$ cat src/rtl/cmu_pkg.sv
package cmu_pkg;
  localparam int MODE_CMP_BIT = 0;
  localparam int MODE_MAT_BIT = 1;
  localparam int MODE_IRQ_BIT = 2;
  localparam int STAT_FLAG_BIT = 0;

  typedef struct packed {
    logic irq_en;
    logic mat_en;
    logic cmp_en;
  } mode_t;
endpackage

$ cat src/rtl/cmu_regs.sv
module cmu_regs
  import cmu_pkg::*;
#(
  parameter int TW = 16,
  parameter int BW = 8,
  parameter int AW = 2
) (
  input  logic          clk,
  input  logic          rst_n,
  input  logic          we,
  input  logic [AW-1:0] addr,
  input  logic [BW-1:0] wdata,
  input  logic          flag,
  output logic [TW-1:0] cmp_val,
  output mode_t         mode,
  output logic          clr_req,
  output logic [BW-1:0] rdata
);
  localparam int NB = TW / BW;
  localparam logic [AW-1:0] MODE_ADDR = AW'(NB);
  localparam logic [AW-1:0] STAT_ADDR = AW'(NB + 1);
  localparam logic [AW-1:0] TOP_ADDR  = AW'(NB - 1);

  logic [NB-1:0][BW-1:0] byte_q;

  for (genvar i = 0; i < NB; i++) begin : g_byte
    always_ff @(posedge clk or negedge rst_n) begin
      if (!rst_n)                         byte_q[i] <= '0;
      else if (we && addr == AW'(i))      byte_q[i] <= wdata;
    end
  end

  assign cmp_val = byte_q;

  // Byte-wise update: lower bytes disarm, top byte re-arms
  always_ff @(posedge clk or negedge rst_n) begin
    if (!rst_n) begin
      mode <= '0;
    end else if (we) begin
      if (addr == MODE_ADDR) begin
        mode.cmp_en <= wdata[MODE_CMP_BIT];
        mode.mat_en <= wdata[MODE_MAT_BIT];
        mode.irq_en <= wdata[MODE_IRQ_BIT];
      end else if (addr == TOP_ADDR) begin
        mode.cmp_en <= 1'b1;
      end else if (addr < TOP_ADDR) begin
        mode.cmp_en <= 1'b0;
      end
    end
  end

  assign clr_req = we && (addr == STAT_ADDR) && wdata[STAT_FLAG_BIT];

  always_comb begin
    rdata = '0;
    for (int i = 0; i < NB; i++) begin
      if (addr == AW'(i)) rdata = byte_q[i];
    end
    if (addr == MODE_ADDR) begin
      rdata[MODE_CMP_BIT] = mode.cmp_en;
      rdata[MODE_MAT_BIT] = mode.mat_en;
      rdata[MODE_IRQ_BIT] = mode.irq_en;
    end
    if (addr == STAT_ADDR) rdata[STAT_FLAG_BIT] = flag;
  end
endmodule

$ cat src/rtl/cmu_compare.sv
module cmu_compare #(
  parameter int TW = 16
) (
  input  logic          clk,
  input  logic          rst_n,
  input  logic          tick,
  input  logic          cmp_en,
  input  logic [TW-1:0] tmr,
  input  logic [TW-1:0] cmp_val,
  output logic          hit,
  output logic          pulse_q
);
  logic eq;
  logic eq_q;

  assign eq  = (tmr == cmp_val);
  assign hit = tick && cmp_en && eq && !eq_q;

  always_ff @(posedge clk or negedge rst_n) begin
    if (!rst_n) begin
      eq_q    <= 1'b0;
      pulse_q <= 1'b0;
    end else begin
      pulse_q <= hit;
      if (!cmp_en)   eq_q <= 1'b0;
      else if (tick) eq_q <= eq;
    end
  end
endmodule

$ cat src/rtl/cmu_flag.sv
module cmu_flag (
  input  logic clk,
  input  logic rst_n,
  input  logic hit,
  input  logic mat_en,
  input  logic clr,
  input  logic irq_en,
  input  logic glb_en,
  output logic flag,
  output logic irq
);
  // Set wins over clear on the same edge
  always_ff @(posedge clk or negedge rst_n) begin
    if (!rst_n) flag <= 1'b0;
    else        flag <= (hit && mat_en) || (flag && !clr);
  end

  assign irq = flag && irq_en && glb_en;
endmodule

$ cat src/rtl/cmp_match_unit.sv
module cmp_match_unit
  import cmu_pkg::*;
#(
  parameter int TW = 16,
  parameter int BW = 8,
  parameter int AW = 2
) (
  input  logic          clk,
  input  logic          rst_n,
  input  logic [TW-1:0] tmr_val,
  input  logic          cmp_tick,
  input  logic          glb_irq_en,
  input  logic          reg_we,
  input  logic [AW-1:0] reg_addr,
  input  logic [BW-1:0] reg_wdata,
  output logic [BW-1:0] reg_rdata,
  output logic          match_pulse,
  output logic          evt_flag,
  output logic          irq_req
);
  logic [TW-1:0] cmp_val;
  mode_t         mode;
  logic          cmp_en;
  logic          clr_req;
  logic          hit;

  assign cmp_en = mode.cmp_en;

  cmu_regs #(.TW(TW), .BW(BW), .AW(AW)) u_regs (
    .clk(clk), .rst_n(rst_n), .we(reg_we), .addr(reg_addr), .wdata(reg_wdata),
    .flag(evt_flag), .cmp_val(cmp_val), .mode(mode), .clr_req(clr_req),
    .rdata(reg_rdata)
  );

  cmu_compare #(.TW(TW)) u_cmp (
    .clk(clk), .rst_n(rst_n), .tick(cmp_tick), .cmp_en(cmp_en), .tmr(tmr_val),
    .cmp_val(cmp_val), .hit(hit), .pulse_q(match_pulse)
  );

  cmu_flag u_flag (
    .clk(clk), .rst_n(rst_n), .hit(hit), .mat_en(mode.mat_en), .clr(clr_req),
    .irq_en(mode.irq_en), .glb_en(glb_irq_en), .flag(evt_flag), .irq(irq_req)
  );
endmodule

$ cat config.mk
export PLATFORM = sky130hd
export DESIGN_NAME = cmp_match_unit
export DESIGN_NICKNAME = d
export VERILOG_FILES = /design/src/rtl/cmu_pkg.sv /design/src/rtl/cmu_regs.sv /design/src/rtl/cmu_compare.sv /design/src/rtl/cmu_flag.sv /design/src/rtl/cmp_match_unit.sv
export SDC_FILE = /design/constraint.sdc
export NUM_CORES = 1
export LEC_CHECK = 0
export ABC_AREA = 1
export ABC_CLOCK_PERIOD_IN_PS = 1260
export BUFFER_PORTS_ARGS = -buffer_cell sky130_fd_sc_hd__buf_2
export CAP_MARGIN = 20
export CORE_MARGIN = 5
export CORE_UTILIZATION = 53
export CTS_BUF_LIST = sky130_fd_sc_hd__clkbuf_4 sky130_fd_sc_hd__clkbuf_8
export CTS_CLUSTER_DIAMETER = 40
export DETAILED_ROUTE_END_ITERATION = 7
export PLACE_DENSITY = 0.9
export SLEW_MARGIN = 25
export SYNTH_ARGS = -nofsm -noshare
export SYNTH_HDL_FRONTEND = slang
export SYNTH_HIERARCHICAL = 1
export SYNTH_SLANG_ARGS = --single-unit
$ cat constraint.sdc
create_clock -name clk -period 1.26 [get_ports clk]
set_input_delay 0.315 -clock clk [delete_from_list [all_inputs] [get_ports clk]]
set_output_delay 0.315 -clock clk [all_outputs]
set_load 0.01 [all_outputs]
# ---- After elaboration in Yosys (flattened, before gate mapping)
# Index checks and enable logic that the tools add are counted.
dict set report word_totals {
  word_cells 41
  rom_bits 0
  latch_bits 0
  n_memories 0
  input_bits 31
  register_bits 22
  ram_bits 0
}
dict set report classes {
  bitwise 0
  addsub 0
  muxes 9
  n_mul 0
  n_eq_ne 5
  div_mod_pow 0
  order_cmp 1
  shift 0
  n_reduce_logical 18
}
# operator count
set op_table {}
lappend op_table {{equality test 16 bit} 1}
lappend op_table {{two-way mux 8 bit} 2}
lappend op_table {{logical AND 1 bit} 11}
lappend op_table {{two-way mux 1 bit} 6}
lappend op_table {{equality test 2 bit (second input constant)} 2}
lappend op_table {{AND reduction 2 bit} 2}
lappend op_table {{two-way mux 3 bit} 1}
lappend op_table {{nonzero test 3 bit} 1}
lappend op_table {{equality test 2 x 1 -> 1 bit (second input constant)} 1}
lappend op_table {{logical NOT 1 bit} 2}
lappend op_table {{logical NOT 2 bit} 1}
lappend op_table {{< comparator 2 x 1 -> 1 bit (second input constant)} 1}
lappend op_table {{!= test 2 bit (second input constant)} 1}
lappend op_table {{logical OR 1 bit} 1}

# ---- Logic depth before layout (Yosys ltp)
dict set report logic_depth {
  depth_word 6
  mapped_depth 10
  depth_no_buf 10
}

# ---- Hierarchy
# The synthesis kept the hierarchy.
# module area_per_inst_um2 instances seq_area_each_um2 cells_each
set by_module_without_submodules {}
lappend by_module_without_submodules {cmu_regs 922.1 1 475.5 122}
lappend by_module_without_submodules {cmu_compare 415.4 1 50.0 88}
lappend by_module_without_submodules {cmu_flag 53.8 1 25.0 8}

# ---- Least setup slack after synthesis
# No wires, ideal clock.
dict set report synth_timing {
  path_type {input-to-output}
  start {input port reg_addr[1]}
  end {output port reg_rdata[3]}
  stages 4
  slack_ns 0.171
  arrival_ns 0.774
  path_buffers 1
  cell_sequence {nor2_4 -> buf_4 -> nand2_1 -> nand2_1}
}
dict set report synth_between {
  elab_chain_len 3
}
# element line
set synth_rtl {}
lappend synth_rtl {{from (decl)} cmp_match_unit.sv:14} ;# input logic [AW-1:0] reg_addr,
lappend synth_rtl {{logical NOT 2 bit} cmu_regs.sv:57} ;# if (addr == AW'(i)) rdata = byte_q[i];
lappend synth_rtl {{two-way mux 8 bit} cmu_regs.sv:57}
lappend synth_rtl {{two-way mux 8 bit *} cmu_regs.sv:57}
lappend synth_rtl {{to (decl)} cmp_match_unit.sv:16} ;# output logic [BW-1:0] reg_rdata,
# Every way passes the cells marked *; elsewhere a longest branch is shown, timed or not.

# ---- Final worst setup path
dict set report layout_timing {
  start {register u_regs.byte_q (netlist bit u_regs/cmp_val[1])}
  end {output port reg_rdata[1]}
}
dict set report layout_between {
  elab_chain_len 3
}
# element line
set layout_rtl {}
lappend layout_rtl {{from (decl)} cmu_regs.sv:24} ;# logic [NB-1:0][BW-1:0] byte_q;
lappend layout_rtl {{from (signal, indexed assignment)} cmu_regs.sv:29} ;# else if (we && addr == AW'(i)) byte_q[i] <= wdata;
lappend layout_rtl {{two-way mux 8 bit (2 in series)} cmu_regs.sv:57}
lappend layout_rtl {{two-way mux 3 bit} cmu_regs.sv:59} ;# if (addr == MODE_ADDR) begin
# No other way between the ends.

==> impl_results.md <==
- GRT Util Overall: between 20% and 30%
- Netlist Area Pre-Place: 1391 um2
- Worst setup SP type: flip-flop
- Yosys cell types: 21
- Clock root cell: clkbuf_4
- Critical Path Max Stage Delay: 0.42 ns
- DR DRC count: 0
- CP most frequent cell: buf_6
- Final setup vio count: 13
- Global route total overflow: 0
- IO Pins: 42
- Synth Flop Type: dfrtp_1
- Die X: 61.24 um
- Drt initial violations: 113
- Pleak: 1.231 nW
- # fillers: 181
- Hold slack: between 0.2 and 0.25 ns
- Initial antenna violation count: 0
- Worst slew margin: 66.40%
- Place WS: -0.07328 ns
- CP endpoint kind: output pin
- Count leader, synth: nand2_1
- Post-synth top cells: nand2_1 (117), inv_1 (31), dfrtp_1 (22), nand3_1 (15), nor2_1 (11)
- Slowest stage cell on the critical path: dfrtp_1
- Sequential area share after synthesis: 39.57%
- Ys Warns: 6
- Top cells by area, synth: dfrtp_1 (40%), nand2_1 (32%), inv_1 (8.4%)
- Share of cells above drive strength 1: 34.14%
- Kind of critical path: reg2out
- Vias in the first global route: 1520
- Crit path cell chain: buf_6 -> nand2_2 -> nand3_2 -> buf_6
- Setup ws final: -0.1746 ns
- Largest area contributor in the netlist: dfrtp_1
- H-tree depth: 1
- HPWL Detailed: 2637 um
- ANT cells: 0
- RSZ-0062 raised after global routing: yes
- Die area: 3750 um2
- Max-cap violations: 0
- Max-slew violation count: 0
- First-pass GRT wire length: 6341 um
- Tcrit/Tclk final: 113.9%
- Chip height: 61.24 um
- Failing checks: setup timing
- Final nets: ~320
- Routed vias/inst: 5.103
- Clk_lat worst skew: 0.31 ns
- Crit path max fanout: 2
- Critical Path AT: 1.12 ns
- Post-synth ARST share: 100.0%
- Clock Path Buffers: 2
- Minimum clock period after layout: 1.435 ns
- Max Clock Skew: 0.001136 ns
- Routability Congestion: 0.8460
- Pre-antenna DRT Iters: 4
- Number of CTS-inserted buffers: 3
- Post-synthesis register bit count: 22
- ANT nets after route: 0
- Layout area overhead: 43.44%
- R2r setup slk: -0.16 ns
- Achievable Freq: 697.0 MHz
- Initial core utilization: 55.66%
- Worst Path Required: about 0.94 ns
- Slew @ Worst Pin: 0.5040 ns
- Clock-pin slew on the worst setup and hold paths: 0.12 ns
- Final wirelength: 4224 um
- Row cnt: 18
- CTS Sinks: 22
- Largest net degree at the start of global routing: 23
- Post-Syn Nets: 249
- Post-synthesis cell count: 218
- Pwr Density: 1002 nW/um2
- Final Hold Fails: 0
- Post-detailed-route wirelength per cell: between 10 and 15 um
- Via Count: about 1600
- Input/output buffers: 41
- Peak VDD IR: 0.9554 mV
- Worst Hold Class: in2reg
- Post-synthesis area per instance: around 6.4 um2
- EDFF count, synth: 0
- Yosys top cell area share: between 30% and 40%
- Status: complete, but fails checks
- Core Area: 2500 um2
- CTS tree: built
kinds of logic after synthesis:
logic type	Yosys count	share of synthesized area, %
simple gates	157	48.65
buf+inv	35	9.802
flops	22	39.57
compound gates	2	0.7187
xor+xnor	2	1.259
final timing paths:
path | startpoint | end | cells after the start
setup / recovery | u_regs/cmp_val[1]$_DFFE_PN0P_ | reg_rdata[1] | 4
hold / removal | reg_wdata[6] | u_regs/cmp_val[14]$_DFFE_PN0P_ | 3
setup reg to reg | u_regs/cmp_val[1]$_DFFE_PN0P_ | u_flag/flag$_DFF_PN0_ | 10
hold reg to reg | u_regs/cmp_val[14]$_DFFE_PN0P_ | u_regs/cmp_val[14]$_DFFE_PN0P_ | 2
max in group asynchronous | rst_n | u_flag/flag$_DFF_PN0_ | 2
min in group asynchronous | rst_n | u_cmp/eq_q$_DFFE_PN0P_ | 2
report_power, final:
part	internal, mW	switching, mW	total [mW]	leakage [nW]
registers	0.802	0.0927	0.894	0.279
logic	0.347	0.363	0.710	0.931
clock network	0.177	0.220	0.396	0.0210
total	1.33	0.675	2.00	1.23
layout make-up:
cell class / count / area (um2) / area share (%)
Clock buffer: 4 / 36.28 / 1.818
Inverter: 33 / 128.9 / 6.458
Multi-Input combinational cell: 161 / 747.0 / 37.43
Sequential cell: 22 / 550.5 / 27.59
Tap cell: 30 / 37.54 / 1.881
Timing Repair Buffer: 70 / 495.5 / 24.83
worst max-delay path: cells and delay by family, from the launching register on:
family	cells	cell delay, ns
buffers and inverters	2	0.25
flip-flops	1	0.42
AND/OR/NAND/NOR	2	0.14
stage by stage:
stage                     power [mW]  TNS, ns  instances  utilization, %  area [um2]
after floorplan                1.187        0        218               -        1391
after global routing           2.130   -2.306        320           79.83        1996
final                          2.001   -1.443        320           79.83        1996
after global placement         1.409  -0.2877        302           69.37        1734
after detailed placement       1.427  -0.4281        302           69.37        1734
after CTS                      1.919   -1.051        315           76.23        1906
what timing repair did:
| action | 4_1_cts | 5_1_grt |
|---|---|---|
| buffers inserted | 8 | 5 |
| hold buffers | 1 | 0 |
| setup endpoints to repair | 10 | 13 |
| gates resized for setup | 19 | 17 |
| endpoints found under the hold margin | 22 | 0 |
| pin swaps | 13 | 18 |
routing by layer:
metal / GRT usage, % / vias to the layer above / share of wire, %
met5: 0 / - / 0
met4: 11.46 / 0 / 3.2
met3: 3.145 / 16 / 7.3
met2: 41.69 / 89 / 52
met1: 26.75 / 735 / 37
li1: - / 793 / -
layout by cell type, fill, tap and decap left out, drive strengths merged, types with 2 or more instances in the layout:
master | Yosys | final
buf | 2 | 69
clkbuf | 0 | 4
dfrtp | 22 | 22
inv | 33 | 33
nand2 | 120 | 120
nand3 | 16 | 16
nor2 | 16 | 16
nor3 | 2 | 2
o21ai | 2 | 2
xor2 | 2 | 2
registers in the layout, indices dropped and copies added (netlist names):
register and cells:
u_cmp/eq_q 1, u_cmp/pulse_q 1, u_flag/flag 1, u_regs/cmp_val 16, u_regs/mode 3
No activity file was read; power rests on OpenSTA's default activity.
